==> src/rtl/lss_pkg.sv <==
package lss_pkg;
  localparam int SYM_W = 10;
  localparam int SYM_LEN = 4;
  localparam logic [SYM_W-1:0] FREQ_WORD = 10'h155;

  typedef enum logic [1:0] {
    SEG_FREQ = 2'd0,
    SEG_SYM  = 2'd1,
    SEG_PRBS = 2'd2
  } seg_e;
endpackage

==> src/rtl/lss_prbs_par.sv <==
module lss_prbs_par #(
  parameter int W = 10
) (
  input  logic [6:0]   state_i,
  output logic [W-1:0] word_o,
  output logic [6:0]   state_o
);
  logic [6:0] s;
  logic       nb;

  // x^7+x^6+1, W bits unrolled per clock
  always_comb begin
    s = state_i;
    nb = 1'b0;
    word_o = '0;
    for (int j = 0; j < W; j++) begin
      nb = s[6] ^ s[5];
      word_o[j] = nb;
      s = {s[5:0], nb};
    end
    state_o = s;
  end
endmodule

==> src/rtl/lss_sym_table.sv <==
module lss_sym_table
  import lss_pkg::*;
(
  input  logic [$clog2(SYM_LEN)-1:0] idx_i,
  output logic [SYM_W-1:0]           word_o
);
  always_comb begin
    case (idx_i)
      2'd0:    word_o = 10'h0FA;
      2'd1:    word_o = 10'h305;
      2'd2:    word_o = 10'h2CB;
      default: word_o = 10'h134;
    endcase
  end
endmodule

==> src/rtl/lss_aggr_gen.sv <==
module lss_aggr_gen #(
  parameter int W = 10,
  parameter int PER = 4
) (
  input  logic         clk_i,
  input  logic         rst_ni,
  output logic [W-1:0] aggr_o
);
  localparam int PH_W = $clog2(PER);

  logic [PH_W-1:0] ph_q;
  logic [W-1:0]    word;

  always_comb begin
    for (int j = 0; j < W; j++) begin
      word[j] = ((int'(ph_q) + j) % PER) < (PER / 2);
    end
  end

  always_ff @(posedge clk_i or negedge rst_ni) begin
    if (!rst_ni) begin
      ph_q   <= '0;
      aggr_o <= '0;
    end else begin
      ph_q   <= PH_W'((int'(ph_q) + W) % PER);
      aggr_o <= word;
    end
  end
endmodule

==> src/rtl/lss_err_ctrl.sv <==
module lss_err_ctrl #(
  parameter int W = 10,
  parameter int PERIOD = 127,
  parameter int BURST_W = 4,
  parameter int ERR_BIT = 0
) (
  input  logic               clk_i,
  input  logic               rst_ni,
  input  logic               restart_i,
  input  logic               trans_i,
  input  logic               err_i,
  input  logic               in_prbs_i,
  input  logic               burst_start_i,
  input  logic [BURST_W-1:0] burst_n_i,
  output logic [W-1:0]       mask_o
);
  localparam int PH_W  = $clog2(PERIOD);
  localparam int POS_W = $clog2(W);

  logic [PH_W-1:0]    ph_q, ph_d;
  logic [BURST_W-1:0] cnt_q;
  logic               pend_q;
  logic               hit, fire, manual;
  logic [POS_W-1:0]   pos;

  // does a PRBS period begin inside the current word, and where
  always_comb begin
    hit = 1'b0;
    pos = '0;
    if (ph_q == '0) begin
      hit = 1'b1;
    end else if (int'(ph_q) + W > PERIOD) begin
      hit = 1'b1;
      pos = POS_W'(PERIOD - int'(ph_q));
    end
  end

  assign fire   = in_prbs_i && hit && (cnt_q != '0) && !burst_start_i;
  assign manual = (err_i || pend_q) && !trans_i;

  always_comb begin
    if (!in_prbs_i) ph_d = '0;
    else if (int'(ph_q) + W >= PERIOD) ph_d = PH_W'(int'(ph_q) + W - PERIOD);
    else ph_d = PH_W'(int'(ph_q) + W);
  end

  always_comb begin
    mask_o = '0;
    if (manual) mask_o[ERR_BIT] = 1'b1;
    if (fire) mask_o[pos] = 1'b1;
  end

  always_ff @(posedge clk_i or negedge rst_ni) begin
    if (!rst_ni) begin
      ph_q   <= '0;
      cnt_q  <= '0;
      pend_q <= 1'b0;
    end else begin
      ph_q   <= ph_d;
      pend_q <= (err_i || pend_q) && trans_i;
      if (restart_i) cnt_q <= '0;
      else if (burst_start_i) cnt_q <= burst_n_i;
      else if (fire) cnt_q <= cnt_q - 1'b1;
    end
  end
endmodule

==> src/rtl/lane_stress_sequencer.sv <==
module lane_stress_sequencer
  import lss_pkg::*;
#(
  parameter int BURST_W = 4,
  parameter int ERR_BIT = 0,
  parameter logic [6:0] PRBS_SEED = 7'h7F
) (
  input  logic               clk_i,
  input  logic               rst_ni,
  input  logic               restart_i,
  input  logic               break_i,
  input  logic               err_insert_i,
  input  logic               burst_start_i,
  input  logic [BURST_W-1:0] burst_n_i,
  output logic [SYM_W-1:0]   data_o,
  output logic [SYM_W-1:0]   aggr_o,
  output logic [1:0]         seg_o
);
  localparam int IDX_W = $clog2(SYM_LEN);
  localparam int PERIOD = 127;

  seg_e             seg_q, seg_d;
  logic             trans;
  logic [IDX_W-1:0] sym_idx_q;
  logic [6:0]       prbs_q, prbs_nxt;
  logic [SYM_W-1:0] sym_word, prbs_word, word, mask;

  assign trans = restart_i || (break_i && seg_q != SEG_PRBS);

  always_comb begin
    seg_d = seg_q;
    if (restart_i) seg_d = SEG_FREQ;
    else if (break_i) begin
      case (seg_q)
        SEG_FREQ: seg_d = SEG_SYM;
        SEG_SYM:  seg_d = SEG_PRBS;
        default:  seg_d = seg_q;
      endcase
    end
  end

  lss_sym_table u_sym (
    .idx_i (sym_idx_q),
    .word_o(sym_word)
  );

  lss_prbs_par #(.W(SYM_W)) u_prbs (
    .state_i(prbs_q),
    .word_o (prbs_word),
    .state_o(prbs_nxt)
  );

  lss_err_ctrl #(
    .W(SYM_W), .PERIOD(PERIOD), .BURST_W(BURST_W), .ERR_BIT(ERR_BIT)
  ) u_err (
    .clk_i        (clk_i),
    .rst_ni       (rst_ni),
    .restart_i    (restart_i),
    .trans_i      (trans),
    .err_i        (err_insert_i),
    .in_prbs_i    (seg_d == SEG_PRBS),
    .burst_start_i(burst_start_i),
    .burst_n_i    (burst_n_i),
    .mask_o       (mask)
  );

  lss_aggr_gen #(.W(SYM_W), .PER(4)) u_aggr (
    .clk_i (clk_i),
    .rst_ni(rst_ni),
    .aggr_o(aggr_o)
  );

  always_comb begin
    case (seg_d)
      SEG_SYM:  word = sym_word;
      SEG_PRBS: word = prbs_word;
      default:  word = FREQ_WORD;
    endcase
  end

  // generator state rests at its start value outside its own segment
  always_ff @(posedge clk_i or negedge rst_ni) begin
    if (!rst_ni) begin
      seg_q     <= SEG_FREQ;
      sym_idx_q <= '0;
      prbs_q    <= PRBS_SEED;
      data_o    <= '0;
    end else begin
      seg_q     <= seg_d;
      sym_idx_q <= (seg_d == SEG_SYM) ? IDX_W'(int'(sym_idx_q) + 1) : '0;
      prbs_q    <= (seg_d == SEG_PRBS) ? prbs_nxt : PRBS_SEED;
      data_o    <= word ^ mask;
    end
  end

  assign seg_o = seg_q;
endmodule

==> config.mk <==
export PLATFORM = sky130hd
export DESIGN_NAME = lane_stress_sequencer
export DESIGN_NICKNAME = d
export VERILOG_FILES = /design/src/rtl/lss_pkg.sv /design/src/rtl/lss_prbs_par.sv /design/src/rtl/lss_sym_table.sv /design/src/rtl/lss_aggr_gen.sv /design/src/rtl/lss_err_ctrl.sv /design/src/rtl/lane_stress_sequencer.sv
export SDC_FILE = /design/constraint.sdc
export NUM_CORES = 1
export LEC_CHECK = 0
export BUFFER_PORTS_ARGS = -buffer_cell sky130_fd_sc_hd__buf_2
export CAP_MARGIN = 20
export CELL_PAD_IN_SITES_DETAIL_PLACEMENT = 0
export CELL_PAD_IN_SITES_GLOBAL_PLACEMENT = 2
export CORE_MARGIN = 5
export CORE_UTILIZATION = 33
export DETAILED_ROUTE_END_ITERATION = 6
export PLACE_DENSITY = 0.85
export REMOVE_ABC_BUFFERS = 1
export SKIP_CTS_REPAIR_TIMING = 1
export SLEW_MARGIN = 20
export SYNTH_ARGS = -nofsm -noshare
export SYNTH_HDL_FRONTEND = slang
export SYNTH_HIERARCHICAL = 1
export SYNTH_SLANG_ARGS = --single-unit
==> constraint.sdc <==
create_clock -name clk_i -period 2.24 [get_ports clk_i]
set_input_delay 0.224 -clock clk_i [delete_from_list [all_inputs] [get_ports clk_i]]
set_output_delay 0.224 -clock clk_i [all_outputs]
set_load 0.1 [all_outputs]
==> metrics.md, run 1 <==
| Metric | Value |
|---|---|
| Status | finished, final reports clean |
| First-pass detailed-route iteration total | 4 |
| Sequential share of the synthesized area | 0.358 |
| Worst VDD drop | 0.195 mV |
| Port bufs | 31 |
| Setup crit end kind | register |
| First-pass GRT wire length | 8830 um |
| Yosys top cell by area | dfrtp_1 |
| Post-Syn Area | 2470 um2 |
| Fmax | 478 MHz |
| Clock root cell | clkbuf_8 |
| Crit path setup slack, layout | 149 ps |
| Num CTS Buffers | 5 |
| Synth-to-Final Area Change | 13.3% |
| Num rows | 31 |
| Critical Path, Cell by Cell | inv_1 -> ha_1 -> nand2b_1 -> a21o_1 -> ha_2 -> and3_4 -> buf_4 -> a31o_2 -> a311oi_2 |
| CP startpoint kind | register |
| Clk_lat worst skew | 290 ps |
| Average wire per standard cell | 14.2 um |
| Ys async rst share | 1.00 |
| GPL Wtd Cong | 0.775 |
| Critical Path Fanout Max | 7 |
| Clock Skew | 7.33 ps |
| Leakage | 1.22 nW |
| Clock sinks | 35 |
| CP peak stage delay | 390 ps |
| Critical-path top delay cell | dfrtp_1 |
| Slew headroom | 0.474 |
| Core Region | 7290 um2 |
| GRT overflow | 0 |
| Worst Hold Class | in2async |
| MaxCap Viol Count | 0 |
| Worst EP arrival | 2290 ps |
| Synth Flop Type | dfrtp_1 |
| CTS max path bufs | 2 |
| Fin crit period | 2090 ps |
| Crit Path Class | reg2reg |
| Chip height | 96.6 um |
| Post-synthesis register bit count | 35 |
| Commonest cells post-synth | dfrtp_1 (28), buf_4 (23), nor2_1 (16), xor2_1 (16) |
| Drt total wl | 5250 um |
| Unrepaired setup endpoints after global routing | no |
| Via density | 4.97 |
| Layout cells sized above 1 | 0.310 |
| Setup tns final | 0 ps |
| CTS tree | built |
| Initial antenna violation count | 0 |
| 1st-iter DRT viols | 92 |
| Vias | 1,838 |
| Die area | 9320 um2 |
| Final setup viols | 0 |
| Synth warnings | 6 |
| Clock transition at path regs | 80 ps |
| Vias in the first global route | 1,811 |
| H-tree depth | 2 |
| Largest net degree at the start of global routing | 36 |
| Final hold violations | 0 |
| Starting density of the core | 0.339 |
| Die width | 96.6 um |
| Dpl ws | 50.2 ps |
| Count of cell types in the netlist | 52 |
| Most frequent cell after synthesis | dfrtp_1 |
| Layout net count | 295 |
| I/O pins | 32 |
| Diode count | 0 |
| Final instance area | 2800 um2 |
| Detailed placement HPWL | 3880 um |
| Pwr/cell area | 627 nW/um2 |
| Worst Tran Pin Value | 788 ps |
| Syn avg cell area | 9.89 um2 |
| Fin. max-slew vios | 0 |
| Total track usage | 0.121 |
| Post-synth EDFFs | 0 |
| Worst endpoint required time | 2440 ps |
| # DRC | 0 |
| Post-DP Area | 2630 um2 |
| Post-synth top area share | 0.283 |
| Dominant cells by area after synthesis | dfrtp_1 (28%), ha_1 (7.6%), dfstp_2 (7.4%) |
| Fin crit share | 0.933 |
| Routed Antenna Nets | 0 |
| Post-Synthesis Cells | 250 |
==> area by class of cell <==
type	instances	area, um2
fillers	763	4490
multi-input cells	166	1350
flip-flops and latches	35	885
repair buffers	46	280
well taps	99	124
clock buffers	6	82.6
inverters	16	60.1
clock inverters	2	16.3
==> where the power goes <==
part	internal (mW)	switching, mW
registers	0.682	0.0400
clock network	0.251	0.248
logic	0.166	0.369
==> critical path: cells and delay by family (launching register included) <==
kind                     cells  cell delay, ps
flip-flops                   1             390
AND/OR/NAND/NOR              2             300
adder cells (fa/ha/maj)      2             450
AO/OA/AOI/OAI                3             650
buffers and inverters        2             220
==> state kept, by name (all words and copies together), names as in the netlist <==
signal and count:
u_aggr/aggr_o 2, u_err/cnt_q 4, seg_o 2, u_err/pend_q 1, data_o 10, prbs_q 7, sym_idx_q 2, u_err/ph_q 7
==> cells in the final DEF (no fill, tap or decap), types with 4 or more instances in the layout <==
cell type  synthesis  layout
nor2b_1            4       4
or2b_1             7       7
buf_2              3      31
nand2b_1           6       6
xor2_1            16      16
nand2_1            7       7
nor3_2             0       5
nand3_1            8       7
ha_1              15      14
dfrtp_1           28      28
clkbuf_8           0       6
buf_4             23      14
dfstp_2            7       7
a22oi_1            7       7
inv_1             15      15
o31ai_1            4       4
xnor2_1            9       9
nand4_1            4       4
nor2_1            16      16
and3_1             5       4
==> per-stage QoR <==
stage	instances	hold WS [ps]	power (mW)	utilization
6_report	370	11.4	1.76	0.384
2_1_floorplan	217	-71.6	1.12	-
5_1_grt	370	84.6	1.85	0.384
3_5_place_dp	361	353	1.26	0.360
4_1_cts	369	41.5	1.77	0.374
3_3_place_gp	361	352	1.26	0.360
==> final timing paths <==
| check | start | to | slack, ps | cells after the start |
|---|---|---|---|---|
| max | seg_o[1]$_DFF_PN0_ | u_err/cnt_q[2]$_DFFE_PN0P_ | 150 | 9 |
| min | rst_ni | u_err/ph_q[2]$_DFF_PN0_ | 10 | 1 |
| max reg2reg | seg_o[1]$_DFF_PN0_ | u_err/cnt_q[2]$_DFFE_PN0P_ | 150 | 9 |
| min reg2reg | u_aggr/aggr_o[0]$_DFF_PN0_ | u_aggr/aggr_o[3]$_DFF_PN0_ | 490 | 0 |
| max in group asynchronous | rst_ni | seg_o[1]$_DFF_PN0_ | 1730 | 1 |
| min in group clk_i | err_insert_i | u_err/pend_q$_DFF_PN0_ | 200 | 3 |
==> kinds of logic after synthesis <==
kind of cell	Yosys count	synth area share
simple gates	79	0.181
buf+inv	49	0.123
compound gates	46	0.164
flops	35	0.358
xor+xnor	26	0.0982
fa+ha+maj	15	0.0759
==> per-layer routing <==
layer / wire [um] / share of wire / global-route usage
met1: 2460 / 0.47 / 0.159
met2: 2510 / 0.48 / 0.199
met3: 202 / 0.038 / 0.0240
met4: 74 / 0.014 / 0.0421
met5: 0 / 0 / 0
Power figures use the tool's default switching activity.
==> run 2: changes to the inputs <==
--- a/config.mk
+++ b/config.mk
@@ -7,12 +7,12 @@
 export LEC_CHECK = 0
 export BUFFER_PORTS_ARGS = -buffer_cell sky130_fd_sc_hd__buf_2
 export CAP_MARGIN = 20
-export CELL_PAD_IN_SITES_DETAIL_PLACEMENT = 0
-export CELL_PAD_IN_SITES_GLOBAL_PLACEMENT = 2
+export CELL_PAD_IN_SITES_DETAIL_PLACEMENT = 1
+export CELL_PAD_IN_SITES_GLOBAL_PLACEMENT = 1
 export CORE_MARGIN = 5
-export CORE_UTILIZATION = 33
+export CORE_UTILIZATION = 39
 export DETAILED_ROUTE_END_ITERATION = 6
-export PLACE_DENSITY = 0.85
+export PLACE_DENSITY = 0.82
 export REMOVE_ABC_BUFFERS = 1
 export SKIP_CTS_REPAIR_TIMING = 1
 export SLEW_MARGIN = 20
==> run 2 against run 1 <==
Compared with the run above:
- die area is 14% lower
- clock skew is 1.9 ps higher
- combinational power is 4.7% higher
- via count is 3.3% higher
- largest power group unchanged
- largest cell class unchanged
==> metrics.md, run 2 (synthesized netlist as in run 1, its figures left out) <==
| Metric | Value |
|---|---|
| Clock transition at path regs | 80 ps |
| Pwr/cell area | 666 nW/um2 |
| Power Total | 1.86 mW |
| Crit path setup slack, layout | 36.7 ps |
| Max reg flops | 10 |
| Worst Tran Pin Value | 801 ps |
| 1st-iter DRT viols | 89 |
| Critical R2R Capture | u_err/cnt_q[2]$_DFFE_PN0P_ |
| Detailed placement HPWL | 4530 um |
| Layout net count | 298 |
| Leakage | 1.23 nW |
| First-pass GRT wire length | 9950 um |
| Storage element area | 886 um2 |
| Critical Path End | u_err/cnt_q[2]$_DFFE_PN0P_ |
| CP peak stage delay | 360 ps |
| Die width | 89.6 um |
| Worst VDD drop | 0.418 mV |
| Area occupied by multi-input gates | 1350 um2 |
| CTS tree | built |
| Most common cell after layout, fill and taps aside | buf_2 |
| Clock Skew | 9.26 ps |
| Crit path from | seg_o[0]$_DFF_PN0_ |
| Unrepaired setup endpoints after global routing | yes |
| Post-Place Cells | 339 |
| I/O pins | 32 |
| Biggest regs | data_o: 10 flops, prbs_q: 7 flops, u_err/ph_q: 7 flops |
| MaxCap Viol Count | 0 |
| Worst r2r path cells | 9 |
| Core Util, Final | 0.448 |
| Finished Layout Cells | 351 |
| Worst EP arrival | 2400 ps |
| CP Buf/Inv Count | 2 |
| Critical path depth | 9 |
| Top cell family by delay on the critical path | compound AO/OA/AOI/OAI gates |
| CP startpoint kind | register |
| Crit Path Class | reg2reg |
| H-tree depth | 2 |
| Initial antenna violation count | 0 |
| Synth-to-Final Area Change | 13.1% |
| First-pass detailed-route iteration total | 4 |
| Fmax | 454 MHz |
| Vias | 1,899 |
| Final instance area | 2800 um2 |
| Num CTS Buffers | 5 |
| # fillers | 723 |
| Dpl ws | -45.4 ps |
| Fin. max-slew vios | 0 |
| Starting density of the core | 0.396 |
| Commonest cells after routing, fill and taps aside | buf_2 (31), dfrtp_1 (27), buf_4 (18), nor2_1 (16), xor2_1 (16) |
| Port bufs | 31 |
| Num rows | 29 |
| GPL Wtd Cong | 0.811 |
| Setup crit end kind | register |
| Slew headroom | 0.466 |
| Worst Hold Class | in2async |
| Layout cells sized above 1 | 0.321 |
| WHS | 10.3 ps |
| Drt total wl | 6250 um |
| Vias in the first global route | 2,049 |
| CTS max path bufs | 2 |
| Final setup viols | 0 |
| Reg with most FFs | data_o |
| Critical-path top delay cell | dfrtp_1 |
| Routed Antenna Nets | 0 |
| Worst endpoint required time | 2440 ps |
| Chip height | 89.6 um |
| Diode count | 0 |
| Clk_lat worst skew | 290 ps |
| R2R setup slack | 40 ps |
| Clock sinks | 35 |
| Fin crit share | 0.984 |
| Die area | 8030 um2 |
| Critical Path, Cell by Cell | inv_1 -> ha_1 -> nand2b_1 -> a21o_1 -> ha_2 -> and3_4 -> buf_4 -> a31o_2 -> a311oi_2 |
| Setup tns final | 0 ps |
| Average wire per standard cell | 17.8 um |
| GRT overflow | 0 |
| Fin crit period | 2200 ps |
| Clock root cell | clkbuf_8 |
| Worst R2R Start | seg_o[0]$_DFF_PN0_ |
| # DRC | 0 |
| Largest net degree at the start of global routing | 36 |
| Core Region | 6240 um2 |
| Final hold violations | 0 |
| Total track usage | 0.162 |
| Critical Path Fanout Max | 7 |
| Post-DP Area | 2580 um2 |
| Status | finished, final reports clean |
| Via density | 5.41 |
[run 2: layout make-up]
class	count	area share
multi-input cells	166	0.484
repair buffers	49	0.104
flip-flops and latches	35	0.317
well taps	77	0.0345
clock buffers	6	0.0260
inverters	16	0.0215
clock inverters	2	0.0134
[run 2: worst min path at each step]
stage	slack, ps	depth (start not counted)	end
2_1_floorplan	-70	0	data_o[0]$_DFF_PN0_
3_3_place_gp	350	1	sym_idx_q[0]$_DFF_PN0_
3_5_place_dp	360	1	sym_idx_q[0]$_DFF_PN0_
4_1_cts	40	1	sym_idx_q[0]$_DFF_PN0_
5_1_grt	80	1	data_o[2]$_DFF_PN0_
6_report	10	1	sym_idx_q[0]$_DFF_PN0_
[run 2: metal layers]
metal | share of wire | wire [um] | up-vias | track usage
met5 | 0 | 0 | - | 0
met4 | 0.018 | 112 | 0 | 0.0663
met3 | 0.032 | 201 | 9 | 0.0255
met2 | 0.53 | 3310 | 32 | 0.296
met1 | 0.42 | 2630 | 953 | 0.188
li1 | - | - | 905 | -
[run 2: power by group]
| part | switching (mW) | internal, mW |
|---|---|---|
| registers | 0.0479 | 0.683 |
| logic | 0.385 | 0.174 |
| clock network | 0.241 | 0.332 |
